$ cat config.mk
export PLATFORM = sky130hd
export DESIGN_NAME = quadclk_phase_div
export DESIGN_NICKNAME = d
export VERILOG_FILES = /design/src/rtl/quadclk_pkg.sv /design/src/rtl/quadclk_ctrl.sv /design/src/rtl/quadclk_datapath.sv /design/src/rtl/quadclk_phase_div.sv
export SDC_FILE = /design/constraint.sdc
export NUM_CORES = 1
export LEC_CHECK = 0
export ABC_AREA = 0
export BUFFER_PORTS_ARGS = -buffer_cell sky130_fd_sc_hd__buf_2
export CAP_MARGIN = 25
export CELL_PAD_IN_SITES_DETAIL_PLACEMENT = 0
export CELL_PAD_IN_SITES_GLOBAL_PLACEMENT = 1
export CORE_ASPECT_RATIO = 1.4
export CORE_MARGIN = 3
export CORE_UTILIZATION = 30
export DETAILED_ROUTE_END_ITERATION = 12
export GPL_ROUTABILITY_DRIVEN = 0
export PLACE_DENSITY_LB_ADDON = 0.1
export SLEW_MARGIN = 20
export SYNTH_ARGS = -nofsm -noshare
export SYNTH_HDL_FRONTEND = slang
export SYNTH_SLANG_ARGS = --single-unit
$ cat constraint.sdc
create_clock -name clk -period 9.09 [get_ports clk]
set_input_delay 0.4545 -clock clk [delete_from_list [all_inputs] [get_ports clk]]
set_output_delay 0.4545 -clock clk [all_outputs]
set_load 0.01 [all_outputs]
$ cat src/rtl/quadclk_pkg.sv
package quadclk_pkg;

  typedef enum logic [1:0] {
    PH_0   = 2'd0,
    PH_90  = 2'd1,
    PH_180 = 2'd2,
    PH_270 = 2'd3
  } phaseSel_t;

  // Strobes from control to datapath, valid for the coming clock edge
  typedef struct packed {
    logic applyCfg;   // pending settings switch in at this edge
    logic lagOn;      // companion output delayed by D ticks
    logic invOn;      // companion output inverted (half-period shift)
  } ctrlStrobe_t;

endpackage

$ cat src/rtl/quadclk_ctrl.sv
module quadclk_ctrl
  import quadclk_pkg::*;
#(
  parameter int DIV_W      = 7,
  parameter int RESET_DIV  = 4,
  parameter int RESET_MODE = 1
) (
  input  logic             clk,
  input  logic             rstN,
  input  logic [DIV_W-1:0] divIn,
  input  logic [1:0]       modeIn,
  input  logic             loadIn,
  input  logic             atWrap,
  output ctrlStrobe_t      strobe,
  output logic [DIV_W-1:0] nxtDiv,
  output logic [DIV_W-1:0] curDiv
);

  localparam logic [DIV_W-1:0] MIN_DIV = DIV_W'(4);
  localparam logic [DIV_W-1:0] MAX_DIV = DIV_W'((1 << DIV_W) - 2);
  localparam logic [DIV_W-1:0] RST_DIV = DIV_W'(RESET_DIV);
  localparam phaseSel_t        RST_SEL = phaseSel_t'(RESET_MODE);

  logic             pendValid;
  logic [DIV_W-1:0] pendDiv;
  phaseSel_t        pendMode;
  logic [DIV_W-1:0] actDiv;
  phaseSel_t        actMode;
  phaseSel_t        nxtMode;
  logic             loadOk;
  logic             applyNow;

  assign loadOk   = loadIn && !divIn[0] && (divIn >= MIN_DIV) && (divIn <= MAX_DIV);
  assign applyNow = pendValid && atWrap;

  always_ff @(posedge clk or negedge rstN) begin
    if (!rstN) begin
      pendValid <= 1'b0;
      pendDiv   <= RST_DIV;
      pendMode  <= RST_SEL;
      actDiv    <= RST_DIV;
      actMode   <= RST_SEL;
    end else begin
      if (applyNow) begin
        actDiv  <= pendDiv;
        actMode <= pendMode;
      end
      if (loadOk) begin
        pendValid <= 1'b1;
        pendDiv   <= divIn;
        pendMode  <= phaseSel_t'(modeIn);
      end else if (applyNow) begin
        pendValid <= 1'b0;
      end
    end
  end

  always_comb begin
    nxtMode         = applyNow ? pendMode : actMode;
    nxtDiv          = applyNow ? pendDiv  : actDiv;
    strobe.applyCfg = applyNow;
    strobe.lagOn    = (nxtMode == PH_90) || (nxtMode == PH_270);
    strobe.invOn    = (nxtMode == PH_180) || (nxtMode == PH_270);
  end

  assign curDiv = actDiv;

  // a rejected load leaves the pending request untouched
  assert_reject_keeps_R7: assert property (@(posedge clk) disable iff (!rstN)
    (loadIn && !loadOk) |=> ($stable(pendDiv) && $stable(pendMode)));

  // the active divisor is always a legal even value
  assert_div_legal_R7: assert property (@(posedge clk) disable iff (!rstN)
    (!actDiv[0] && actDiv >= MIN_DIV && actDiv <= MAX_DIV));

  // active settings only move at a period wrap reported by the datapath
  assert_switch_at_wrap_R8: assert property (@(posedge clk) disable iff (!rstN)
    !$stable(actDiv) |-> $past(atWrap));

endmodule

$ cat src/rtl/quadclk_datapath.sv
module quadclk_datapath
  import quadclk_pkg::*;
#(
  parameter int DIV_W = 7
) (
  input  logic             clk,
  input  logic             rstN,
  input  ctrlStrobe_t      strobe,
  input  logic [DIV_W-1:0] nxtDiv,
  input  logic [DIV_W-1:0] curDiv,
  output logic             atWrap,
  output logic             clk0Out,
  output logic             clk1Out
);

  localparam int PH_W  = DIV_W + 2;   // holds 4*D - 1
  localparam int CNT_W = DIV_W + 1;   // startup counter, saturates above any lag
  localparam logic [CNT_W-1:0] ELAP_MAX = '1;

  logic             running;
  logic [PH_W-1:0]  phase;
  logic [CNT_W-1:0] elapsed;
  logic             armed;
  logic             clk0Q;
  logic             clk1Q;

  logic [PH_W-1:0]  curPeriod;
  logic [PH_W-1:0]  nxtPeriod;
  logic [PH_W-1:0]  nxtHalf;
  logic [PH_W-1:0]  phaseNext;
  logic [CNT_W-1:0] elapsedNext;
  logic [PH_W-1:0]  lagNext;
  logic [PH_W-1:0]  shifted;
  logic             armedNext;
  logic             clk0Next;
  logic             clk1Next;

  always_comb begin
    curPeriod   = {curDiv, 2'b00};
    nxtPeriod   = {nxtDiv, 2'b00};
    nxtHalf     = {1'b0, nxtDiv, 1'b0};
    atWrap      = running && (phase == curPeriod - PH_W'(1));
    phaseNext   = (!running || atWrap) ? '0 : phase + PH_W'(1);
    elapsedNext = !running ? '0 :
                  ((elapsed == ELAP_MAX) ? elapsed : elapsed + CNT_W'(1));
    lagNext     = strobe.lagOn ? {2'b00, nxtDiv} : '0;
    armedNext   = armed || ({1'b0, elapsedNext} >= lagNext);
    shifted     = (phaseNext >= lagNext) ? (phaseNext - lagNext)
                                         : (phaseNext + nxtPeriod - lagNext);
    clk0Next    = phaseNext < nxtHalf;
    clk1Next    = armedNext && ((shifted < nxtHalf) ^ strobe.invOn);
  end

  always_ff @(posedge clk or negedge rstN) begin
    if (!rstN) begin
      running <= 1'b0;
      phase   <= '0;
      elapsed <= '0;
      armed   <= 1'b0;
      clk0Q   <= 1'b0;
      clk1Q   <= 1'b0;
    end else begin
      running <= 1'b1;
      phase   <= phaseNext;
      elapsed <= elapsedNext;
      armed   <= armedNext;
      clk0Q   <= clk0Next;
      clk1Q   <= clk1Next;
    end
  end

  assign clk0Out = clk0Q;
  assign clk1Out = clk1Q;

  // the reference output is high right after the first edge
  assert_first_edge_R1: assert property (@(posedge clk) disable iff (!rstN)
    $rose(running) |-> clk0Out);

  // the phase count never reaches the active period
  assert_phase_bound_R2: assert property (@(posedge clk) disable iff (!rstN)
    running |-> (phase < curPeriod));

  // the reference output falls exactly half a period in
  assert_high_len_R2: assert property (@(posedge clk) disable iff (!rstN)
    $fell(clk0Out) |-> (phase == {1'b0, curDiv, 1'b0}));

  // the reference output rises only at the start of a period
  assert_rise_at_start_R8: assert property (@(posedge clk) disable iff (!rstN)
    $rose(clk0Out) |-> (phase == '0));

  // once the companion output is released it stays released
  assert_armed_hold_R4: assert property (@(posedge clk) disable iff (!rstN)
    armed |=> armed);

endmodule

$ cat src/rtl/quadclk_phase_div.sv
module quadclk_phase_div
  import quadclk_pkg::*;
#(
  parameter int DIV_W      = 7,
  parameter int RESET_DIV  = 4,
  parameter int RESET_MODE = 1
) (
  input  logic             clk,
  input  logic             rstN,
  input  logic [DIV_W-1:0] divIn,
  input  logic [1:0]       modeIn,
  input  logic             loadIn,
  output logic             clk0Out,
  output logic             clk1Out
);

  ctrlStrobe_t      strobe;
  logic [DIV_W-1:0] nxtDiv;
  logic [DIV_W-1:0] curDiv;
  logic             atWrap;

  quadclk_ctrl #(
    .DIV_W      (DIV_W),
    .RESET_DIV  (RESET_DIV),
    .RESET_MODE (RESET_MODE)
  ) u_ctrl (
    .clk    (clk),
    .rstN   (rstN),
    .divIn  (divIn),
    .modeIn (modeIn),
    .loadIn (loadIn),
    .atWrap (atWrap),
    .strobe (strobe),
    .nxtDiv (nxtDiv),
    .curDiv (curDiv)
  );

  quadclk_datapath #(
    .DIV_W (DIV_W)
  ) u_datapath (
    .clk     (clk),
    .rstN    (rstN),
    .strobe  (strobe),
    .nxtDiv  (nxtDiv),
    .curDiv  (curDiv),
    .atWrap  (atWrap),
    .clk0Out (clk0Out),
    .clk1Out (clk1Out)
  );

endmodule

# == Word level (Yosys, flattened, before mapping) ==
# Cells that the tools add are included.
# totals
ff_bits,40
in_bits,12
out_inout_bits,2
# classes
add_sub_neg,6
order_cmp,6
n_eq_ne,5
n_mux,9
bitwise,1
n_reduce_logical,13
# op_table
op,count
$lt A9 B8 Y1,2
$mux W9,2
$sub A9 B9 Y9,2
$mux W8,2
$mux W7,2
$add A9 B1 Y9 const B,1
$add A9 B9 Y9,1
$eq A9 B9 Y1,1
$ge A8 B9 Y1,1
$ge A9 B9 Y1,1
$sub A9 B1 Y9 const B,1
$add A8 B1 Y8 const B,1
$eq A8 B8 Y1 const B,1
$ge A7 B3 Y1 const B,1
$le A7 B7 Y1 const B,1
$logic_and A1 B1 Y1,6
$eq A2 B2 Y1 const B,2
$logic_or A1 B1 Y1,4
$eq A2 B1 Y1 const B,1
$logic_not A1 Y1,2
$mux W1,2
$mux W2,1
$reduce_bool A2 Y1,1
$xor A1 B1 Y1,1

# == Logic depth before layout (Yosys ltp) ==
# Gate-level depths: netlist of the first run.
# depth
word_depth,13
ltp_mapped,31
depth_no_buf,30

# == Cells and area by module ==
# A second synthesis of the first run with hierarchy kept.
# unflattened
hier_cells,345
hier_area_um2,3253.1
# modules_own_cells
module,n_inst,cells_per_inst,area_each_um2,seq_area_each_um2
quadclk_datapath,1,297,2511.2,525.5
quadclk_ctrl,1,48,742.0,480.5

# == Worst setup path before layout of the first run ==
# Ideal clock, no wire load.
# synth_path
path_kind,register -> register
start,"register u_ctrl.actDiv[0], in the netlist u_ctrl.curDiv[0]"
end,"register u_datapath.clk1Q, in the netlist u_datapath.clk1Out"
setup_time_ns,0.079
arrival_time_ns,5.520
path_slack_ns,3.491
path_stages_with_launch,31
path_buffers,1
period_less_slack_ns,5.599
cell_sequence,dfrtp_1 > inv_1 > ha_1 > nand2b_1 > a311o_1 > a2111oi_4 > buf_6 > mux2i_1 > inv_1 > nand2_1 > inv_1 > fa_1 > inv_1 > fa_1 > a21o_1 > a21oi_1 > o21bai_1 > a21oi_1 > xor2_1 > nand2_1 > o211ai_1 > o21ai_0 > ha_1 > nand3_1 > a21oi_1 > o31ai_1 > nand2_1 > a21oi_1 > a21oi_1 > a211oi_1 > mux2i_1
# synth_via
word_cells_on_any_way,24
cone_classes,4 x add/sub; 3 x order compare; 4 x eq/ne; 5 x mux; 1 x bitwise; 7 x reduce/logical
# synth_rtl
element,line,rtl
"start, declared",quadclk_ctrl.sv:27,logic [DIV_W-1:0] actDiv;
"start signal, assigned",quadclk_ctrl.sv:45,actDiv <= pendDiv;
$sub A9 B1 Y9 *,quadclk_datapath.sv:42,atWrap = running && (phase == curPeriod - PH_W'(1));
$eq A9 B9 Y1 *,quadclk_datapath.sv:42,
$logic_and A1 B1 Y1 *,quadclk_datapath.sv:42,
$logic_and A1 B1 Y1 *,quadclk_ctrl.sv:34,assign applyNow = pendValid && atWrap;
$mux W7 *,--,
named net nxtDiv[2],quadclk_phase_div.sv:18,logic [DIV_W-1:0] nxtDiv;
$add A9 B9 Y9 / $mux W7 (equally long branches),"quadclk_datapath.sv:49, quadclk_datapath.sv:46",
$sub A9 B9 Y9 (tied with other cells),quadclk_datapath.sv:49,: (phaseNext + nxtPeriod - lagNext);
$mux W9,quadclk_datapath.sv:48,shifted = (phaseNext >= lagNext) ? (phaseNext - lagNext)
$lt A9 B8 Y1,quadclk_datapath.sv:51,clk1Next = armedNext && ((shifted < nxtHalf) ^ strobe.invOn);
$xor A1 B1 Y1,quadclk_datapath.sv:51,
$logic_and A1 B1 Y1 *,quadclk_datapath.sv:51,
named net u_datapath.clk1Next,quadclk_datapath.sv:36,logic clk1Next;
"end signal, assigned",quadclk_datapath.sv:68,clk1Q <= clk1Next;
"end, declared",quadclk_datapath.sv:25,logic clk1Q;
# Mark *: on every way through the listed nets, which the timed path passes. The rest lies on a longest branch.
# A chain may end at the register's enable or synchronous reset.

# == Final worst setup path of the first run ==
# Ends and elaborated chain as after synthesis.

==> flow_summary.ini, run 1 <==
[routing]
drc = 0
top_layer_used = met4
wl_met3_um = 82
wl_per_cell_um = 16.4
met1_length_um = 3680
drt-initial-drc-count = 90
vias_per_cell = 4.75
firstDrtPassIters = 4
vias = 2350
wl_um = 8100
wl_met2_um = 4220
drtAntennaViolNets = 0

[power_and_ir_drop]
cellPowerDensity_nw_per_um2 = 307
p_int_uw = 608
ir_worst_vdd_v = 0.000147
clkPwrFrac_pct = 15.7
leakagePower_nw = 1.72
power_switching_share_pct = 44.0
p_sw_uw = 478
seq_power_share_pct = 20.3
p_comb_share_pct = 64.1

[critical_path]
worst-path-stages = 29
critPathBufInv = 4
crit_path_max_incr_delay_ns = 0.79
worst-setup-path-type = reg -> reg
cp_max_fo = 11
crit_family = compound AO/OA/AOI/OAI gates
endpoint = u_datapath.clk1Out
r2r-start = u_ctrl.curDiv[0]
r2r_slack_ns = 2.57
crit_path_start = u_ctrl.curDiv[0]
crit_path_start_kind = flop
end_kind = flop
r2r_end = u_datapath.clk1Out
worstPathRequired_ns = 9.30
slowest_stage = a2111oi_4
crit_top_cell = a21oi_1
worst-r2r-cell-count = 29
cp.arrival_ns = 6.73

[cells_and_area]
fin_util_pct = 35.0
area_growth_pct = 12.0
final_nets = 416
final_layout_size_suffix_gt1_share_pct = 10.6
fillCellCount = 1091
diodes = 0

[clocking]
cts_buffers = 5
clock_sinks = 40
cts_setup_buffers = 0
clock_path_buffers = 2
cts_hold_buf = 0
cts_resized = 0
cts_root_buf = clkbuf_16
cts_tree = built
clk_latency_ns = 0.28
path_clk_slew_ns = 0.06
cts-htree-levels = 2

[min_path]
hold_path.class = in -> async

[synth]
ys_ff_latch = 40
yosys_warnings = 0
yosysTopAreaCell = dfrtp_1
async_flop_share_pct = 100
synth_top_area_share_pct = 28.5
synth.distinct_cells = 52
synth_area_per_cell_sq_um = 9.30
syn-num-nets = 397
ys.flop_type = dfrtp_1
seq_area_frac_synth_pct = 31.8
synth_edf_count = 0
synth_area_leaders = dfrtp_1 28%, ha_1 15%, xor2_1 4.7%, fa_1 4.4%, inv_1 4.4%
netlist_instances = 340
synth_area_sq_um = 3160

[floorplan]
core.rowCount = 43
die_w_um = 92.8
ioPinCount = 14
fp.dieH_um = 127
dieArea_sq_um = 11800
design.core.area_sq_um = 10100
start_util_pct = 31.3

[timing]
slew_headroom_pct = 42.7
min_period_ns = 6.52
grt_setup_unrepaired = false
tightest_slew_ns = 0.859
period_share_pct = 71.7
drv_slew = 0
finalHoldViolCount = 0
max_clock_freq_mhz = 153
fin_skew_ns = 0.00928
tns_ns = 0
setup-violations-final = 0

[global_routing]
antenna_found_initial = 0
grt_pass1_vias = 2467
grt_overflow_total = 0
grt_pass1_wl_um = 13400
grt_max_degree = 41
grt_util_all_layers_pct = 14.9

[status]
status = finished clean

[placed_design]
place.port_buffers = 13
hpwl_um = 6690

[run]
cap_violations = 0
==> kinds of logic (layout without fill, tap and decap cells) <==
kind of cell    Yosys count  in the layout  share of synthesized area (%)
compound gates           64             64                           13.8
xor+xnor                 30             30                           8.74
fa+ha+maj                45             45                           19.5
buf+inv                  40             60                           5.02
flops                    40             40                           31.8
mux                      13             13                           4.39
other cells               1              1                          0.119
simple gates            107            107                           16.7
==> synth_stat cells, types with 4 or more instances <==
cell      count
fa_1          7
dfstp_2       4
mux2i_1       8
mux2_2        4
inv_1        37
or2_2         4
nand3_1       8
nor2b_1       5
dfrtp_1      36
nand2b_1      5
nand2_1      27
nand4_1       4
xor2_1       17
o21ai_0      11
nor2_1       28
xnor2_1      12
a21oi_1      20
nor3_1        7
a21o_1        7
ha_1         38
and3_1        7
==> layout by cell type (no fill, tap or decap), types with 2 or more instances in the layout <==
| cell type | instances |
|---|---|
| xor2_1 | 17 |
| o211ai_1 | 3 |
| dfrtp_1 | 36 |
| nand2_1 | 27 |
| ha_1 | 38 |
| a31oi_1 | 3 |
| clkbuf_16 | 5 |
| nor2b_1 | 5 |
| o31ai_1 | 3 |
| o21ai_0 | 11 |
| inv_1 | 37 |
| and2_1 | 2 |
| mux2_2 | 4 |
| nand3b_1 | 2 |
| or3_1 | 2 |
| nor3_1 | 7 |
| nand2b_1 | 5 |
| nor2_1 | 28 |
| nand4_1 | 4 |
| and4_1 | 2 |
| or2_2 | 4 |
| and3_1 | 7 |
| dfstp_2 | 4 |
| mux2i_1 | 8 |
| a21oi_1 | 20 |
| o21a_1 | 3 |
| clkbuf_1 | 2 |
| xnor2_1 | 12 |
| o21ai_1 | 2 |
| fa_1 | 7 |
| a21o_1 | 7 |
| buf_2 | 13 |
| nand3_1 | 8 |
==> registers in the layout (all words and copies together) (netlist names) <==
signal,flops
u_ctrl.actMode,2
u_datapath.clk1Out,1
u_datapath.armed,1
u_ctrl.pendDiv,7
u_datapath.elapsed,8
u_datapath.phase,9
u_datapath.clk0Out,1
u_ctrl.curDiv,7
u_datapath.running,1
u_ctrl.pendValid,1
u_ctrl.pendMode,2
==> cell type report <==
class                      count  area [sq um]  area share, %
multi-input combinational    260          2000           56.4
sequential                    40          1010           28.4
tap                          135           169           4.77
inverter                      37           139           3.92
clock buffer                   7           133           3.74
timing repair buffer          15          92.6           2.61
clock inverter                 1          5.00          0.141
==> worst register-to-register path: cells and delay by family (launching register included) <==
family                   cells  cell delay (ns)
AO/OA/AOI/OAI               13             2.71
flip-flops                   1             0.43
XOR/XNOR                     1             0.15
multiplexers                 2             0.77
AND/OR/NAND/NOR              5             0.55
adder cells (fa/ha/maj)      4             1.50
buffers and inverters        4             0.33
==> routing by layer <==
metal | vias to the layer above | track usage [%]
met5 | - | 0
met4 | 0 | 4.66
met3 | 6 | 1.77
met2 | 11 | 26.3
met1 | 1122 | 18.8
li1 | 1211 | -
==> power by group through the flow <==
stage	logic [mW]	registers (mW)	clock network, mW
CTS	0.708	0.220	0.176
floorplan	0.537	0.218	0
global route	0.817	0.222	0.183
finish	0.696	0.220	0.170
detailed placement	0.701	0.224	0
global placement	0.708	0.223	0
==> metrics by stage <==
step | cells | setup WS, ns | hold WS (ns) | area (sq um) | power (mW)
global placement | 486 | 2.68 | 0.475 | 3380 | 0.931
global route | 495 | 1.87 | 0.0421 | 3540 | 1.22
floorplan | 340 | 3.49 | 0.159 | 3160 | 0.754
detailed placement | 486 | 2.60 | 0.480 | 3380 | 0.925
finish | 495 | 2.57 | 0.0311 | 3540 | 1.09
CTS | 494 | 2.56 | 0.343 | 3520 | 1.11
==> worst min path at each step <==
stage	startpoint	to	cells past startpoint
5_1_grt	rstN	u_datapath.elapsed[7]	1
3_3_place_gp	u_ctrl.pendDiv[2]	u_ctrl.pendDiv[2]	2
4_1_cts	rstN	u_datapath.elapsed[7]	1
3_5_place_dp	u_ctrl.pendDiv[2]	u_ctrl.pendDiv[2]	2
6_report	rstN	u_datapath.elapsed[7]	1
2_1_floorplan	rstN	u_ctrl.actMode[1]	0
Power figures use the tool's default switching activity.
==> run 2, diff against run 1 <==
==> constraint.sdc (replaced) <==
create_clock -name clk -period 5.95 [get_ports clk]
set_input_delay 0.2975 -clock clk [delete_from_list [all_inputs] [get_ports clk]]
set_output_delay 0.2975 -clock clk [all_outputs]
set_load 0.01 [all_outputs]
==> run 2 against run 1 <==
Die area stayed put. Via count is 2.9% higher. Largest cell class unchanged. Critical path depth is 2 higher. Sequential cell count stayed put. Wire length is 3.5% higher. Critical endpoint unchanged. Clock power is 82% higher. Sequential share of layout area is 1.9 points lower. Core utilization is 2.5 points higher.
==> flow_summary.ini, run 2 (synthesized netlist as in run 1, its figures left out) <==
[status]
status = finished clean

[global_routing]
grt_pass1_wl_um = 13300
antenna_found_initial = 0
grt_overflow_total = 0
grt_max_degree = 41
grt_pass1_vias = 2468
grt_util_all_layers_pct = 14.8

[placed_design]
place.port_buffers = 13
placed_cells = 502
hpwl_um = 7010

[critical_path]
r2r_slack_ns = 0.43
crit_path_start = u_ctrl.curDiv[1]
r2r_end = u_datapath.clk1Out
worst-setup-path-type = reg -> reg
worst-r2r-cell-count = 31
cp.arrival_ns = 5.73
slowest_stage = fa_1
crit_top_cell = a21oi_1
cp_max_fo = 6
crit_path_start_kind = flop
r2r-start = u_ctrl.curDiv[1]
worstPathRequired_ns = 6.16
end_kind = flop
crit_path_max_incr_delay_ns = 0.48

[routing]
vias_per_cell = 4.69
vias = 2417
drtAntennaViolNets = 0
wl_um = 8380
firstDrtPassIters = 4
wl_per_cell_um = 16.3
drc = 0
drt-initial-drc-count = 84

[min_path]
min_to = u_ctrl.pendDiv[3]
whs_path_depth = 3
hold_path.class = in -> reg
hp-start = divIn[3]

[timing]
tightest_slew_ns = 0.795
grt_setup_unrepaired = false
finalHoldViolCount = 0
whs_ns = 0.223
slew_headroom_pct = 46.7
tns_ns = 0
drv_slew = 0
period_share_pct = 92.8
setup-violations-final = 0
fin_skew_ns = 0.00651
max_clock_freq_mhz = 181
min_period_ns = 5.52

[clocking]
cts_tree = built
cts_buffers = 5
clock_sinks = 40
clk_latency_ns = 0.29
cts_root_buf = clkbuf_16
cts-htree-levels = 2
path_clk_slew_ns = 0.06
clock_path_buffers = 2

[power_and_ir_drop]
power_switching_share_pct = 42.8
seq_power_share_pct = 18.8
ir_worst_vdd_v = 0.000292
p_comb_share_pct = 63.8
total_power_mw = 1.78
cellPowerDensity_nw_per_um2 = 469
p_int_mw = 1.02
leakagePower_nw = 1.83
clkPwrFrac_pct = 17.3
p_sw_uw = 764

[cells_and_area]
top_regs = u_datapath.phase: 9 flops, u_datapath.elapsed: 8 flops
final_nets = 436
final_common_cell = ha_1
largest_reg_flops = 9
final_cells = 515
area_growth_pct = 20.1
final_layout_size_suffix_gt1_share_pct = 18.9
diodes = 0
final_cell_mix = 37 x ha_1, 36 x dfrtp_1, 34 x inv_1
largest-register = u_datapath.phase
fillCellCount = 1092

[floorplan]
design.core.area_sq_um = 10100
start_util_pct = 31.3
fp.dieH_um = 127
core.rowCount = 43
ioPinCount = 14
die_w_um = 92.8
dieArea_sq_um = 11800

[run]
cap_violations = 0
-- run 2: cell types whose count changed in the layout (fill, tap and decap cells not counted), sizes merged --
cell / delta
bufinv: +1
dlygate4sd3: +1
clkinvlp: +1
clkbuf: -2
buf: +19
-- run 2: cell type report --
class / instances / area (sq um) / area share (%)
clock buffer: 5 / 125 / 3.29
multi-input combinational: 260 / 2070 / 54.4
sequential: 40 / 1010 / 26.5
tap: 135 / 169 / 4.45
timing repair buffer: 35 / 249 / 6.55
clock inverter: 3 / 42.5 / 1.12
inverter: 37 / 139 / 3.66
-- run 2: worst max-delay path by stage --
| stage | to | slack (ns) | depth (start not counted) |
|---|---|---|---|
| floorplan | u_datapath.clk1Out | 0.35 | 30 |
| global placement | u_datapath.clk1Out | 0.18 | 31 |
| detailed placement | u_datapath.clk1Out | 0.12 | 31 |
| CTS | u_datapath.clk1Out | 0.06 | 31 |
| global route | u_datapath.clk1Out | 0.02 | 31 |
| finish | u_datapath.clk1Out | 0.43 | 31 |
-- run 2: stage by stage --
| step | utilization, % | instance area (sq um) | setup slack, ns |
|---|---|---|---|
| after global routing | 37.6 | 3800 | 0.0191 |
| after global placement | 34.6 | 3500 | 0.183 |
| after CTS | 36.3 | 3670 | 0.0641 |
| final | 37.6 | 3800 | 0.426 |
| after floorplan | - | 3160 | 0.351 |
| after detailed placement | 34.6 | 3500 | 0.120 |
-- run 2: power by group through the flow --
stage	clock (mW)	combinational (mW)	sequential, mW
5_1_grt	0.330	1.31	0.341
6_report	0.309	1.14	0.336
2_1_floorplan	0	0.820	0.332
3_3_place_gp	0	1.09	0.341
4_1_cts	0.318	1.09	0.336
3_5_place_dp	0	1.08	0.341
-- run 2: timing repair --
item	in CTS	in global routing
hold endpoints to repair	0	12
endpoints found under the setup margin	0	1
setup buffers	0	3
resized for setup	0	20
hold buffers	0	1
-- run 2: worst max-delay path: cells and delay by family (launching register included) --
family,cells,cell delay (ns)
compound gates,13,2.03
fa+ha+maj,4,1.25
buf+inv,6,0.64
simple gates,5,0.49
mux,2,0.49
flops,1,0.40
xor+xnor,1,0.15
-- run 2: layer usage --
metal / routed length (um) / global-route usage, % / up-vias / share of wire (%)
met5: 0 / 0 / - / 0
met4: 102 / 4.40 / 0 / 1.2
met3: 80 / 1.59 / 6 / 0.95
met2: 4650 / 28.0 / 15 / 56
met1: 3540 / 17.4 / 1142 / 42
li1: - / - / 1254 / -
==> run 3, diff against run 2 <==
==> constraint.sdc (replaced) <==
create_clock -name clk -period 6.4 [get_ports clk]
set_input_delay 0.32 -clock clk [delete_from_list [all_inputs] [get_ports clk]]
set_output_delay 0.32 -clock clk [all_outputs]
set_load 0.01 [all_outputs]
==> run 3 against run 2 <==
Clock power is 8.7% lower. Wire length decreased by 1.1%. Sequential cell count is the same. Sequential share of layout area up 1.1 points. Critical endpoint unchanged.
==> flow_summary.ini, run 3 (synthesized netlist as in run 1, its figures left out) <==
[status]
status = finished clean

[floorplan]
design.core.area_sq_um = 10100
start_util_pct = 31.3
dieArea_sq_um = 11800
die_w_um = 92.8
ioPinCount = 14
fp.dieH_um = 127
core.rowCount = 43

[critical_path]
worstPathRequired_ns = 6.56
crit_path_max_incr_delay_ns = 0.48
worst-setup-path-type = reg -> reg
crit_top_cell = a21oi_1
cp_max_fo = 7
r2r_end = u_datapath.clk1Out
worst-r2r-cell-count = 30
crit_path_start_kind = flop
slowest_stage = fa_1
r2r-start = u_ctrl.curDiv[0]
end_kind = flop
r2r_slack_ns = 0.48
cp.arrival_ns = 6.08
crit_path_start = u_ctrl.curDiv[0]

[cells_and_area]
final_layout_size_suffix_gt1_share_pct = 13.6
largest-register = u_datapath.phase
final_common_cell = ha_1
seqCellArea_sq_um = 1010
largest_reg_flops = 9
multiInputGateArea_sq_um = 2010
final_cell_mix = 38 x ha_1, 36 x inv_1, 36 x dfrtp_1
area_growth_pct = 15.3
top_regs = u_datapath.phase: 9 flops, u_datapath.elapsed: 8 flops
fillCellCount = 1108
final_nets = 425
diodes = 0

[clocking]
cts-htree-levels = 2
cts_root_buf = clkbuf_16
cts_buffers = 5
path_clk_slew_ns = 0.06
clock_sinks = 40
clock_path_buffers = 2
cts_tree = built
clk_latency_ns = 0.28

[power_and_ir_drop]
ir_worst_vdd_v = 0.000234
total_power_mw = 1.61
leakagePower_nw = 1.78
cellPowerDensity_nw_per_um2 = 440

[timing]
period_share_pct = 92.5
setup-violations-final = 0
tightest_slew_ns = 0.798
finalHoldViolCount = 0
drv_slew = 0
fin_skew_ns = 0.00582
min_period_ns = 5.92
grt_setup_unrepaired = false
timing.final.ws_setup_ns = 0.479
tns_ns = 0
whs_ns = 0.250
max_clock_freq_mhz = 169
slew_headroom_pct = 46.4

[routing]
wl_per_cell_um = 16.4
vias_per_cell = 4.79
drc = 0
drtAntennaViolNets = 0
drt-initial-drc-count = 62
vias = 2416
firstDrtPassIters = 4
wl_um = 8290

[global_routing]
grt_util_all_layers_pct = 14.9
grt_overflow_total = 0
antenna_found_initial = 0
grt_max_degree = 41
grt_pass1_vias = 2508
grt_pass1_wl_um = 13400

[min_path]
hp-start = divIn[5]
whs_path_depth = 3
hold_path.class = in -> reg
min_to = u_ctrl.pendDiv[5]

[placed_design]
pre_cts_ws_ns = 0.400
hpwl_um = 6920
place.port_buffers = 13

[run]
cap_violations = 0
==> run 3: cell count changes in the layout (fill, tap and decap cells not counted), moves of 2 or more <==
cell and change:
buf_4 -10, inv_1 +2, a21oi_1 +2, a21oi_2 -2, mux2i_4 -2, inv_2 -2
==> run 3: power breakdown <==
group / total (mW) / internal (mW) / switching, mW
logic: 1.01 / 0.444 / 0.566
clock network: 0.282 / 0.183 / 0.0990
registers: 0.315 / 0.284 / 0.0304
total: 1.61 / 0.911 / 0.695
==> run 3: cell type report <==
class                      instances  area share (%)
multi-input combinational        260            55.0
sequential                        40            27.6
tap                              135            4.63
timing repair buffer              24            4.46
inverter                          37            3.81
clock buffer                       6            3.53
clock inverter                     2           0.961
==> run 3: worst max path at each step <==
stage                               endpoint  slack (ns)  depth (start not counted)
after detailed placement  u_datapath.clk1Out        0.40                         30
after global routing      u_datapath.clk1Out        0.01                         31
after floorplan           u_datapath.clk1Out        0.80                         30
after global placement    u_datapath.clk1Out        0.51                         30
final                     u_datapath.clk1Out        0.48                         30
after CTS                 u_datapath.clk1Out        0.36                         30
==> run 3: metal layers <==
metal | share of wire [%] | wire (um) | global-route usage [%] | vias to the layer above
li1 | - | - | - | 1227
met3 | 1.1 | 88 | 1.77 | 5
met1 | 41 | 3380 | 16.8 | 1171
met4 | 1.3 | 110 | 4.14 | 0
met2 | 57 | 4710 | 29.1 | 13
met5 | 0 | 0 | 0 | -
==> run 3: critical path: cells and delay by family (launching register included) <==
family	cells	cell delay, ns
AOI/OAI and AO/OA	12	2.18
adders and majority gates	4	1.49
and+or+nand+nor	6	0.58
buffers and inverters	5	0.53
DFF	1	0.43
muxes	2	0.42
xor gates and xnor gates	1	0.15
==> run 3: stage by stage <==
| stage | area [sq um] | instances | utilization (%) |
|---|---|---|---|
| after floorplan | 3160 | 340 | - |
| after global placement | 3440 | 494 | 34.1 |
| after detailed placement | 3440 | 494 | 34.1 |
| after CTS | 3610 | 502 | 35.7 |
| after global routing | 3650 | 504 | 36.1 |
| final | 3650 | 504 | 36.1 |
==> run 3: what timing repair did <==
action / in CTS / in global routing
gates resized for setup: 0 / 3
buffers inserted: 0 / 0
hold buffers: 0 / 1
hold endpoints to repair: 0 / 8
setup endpoints to repair: 0 / 1
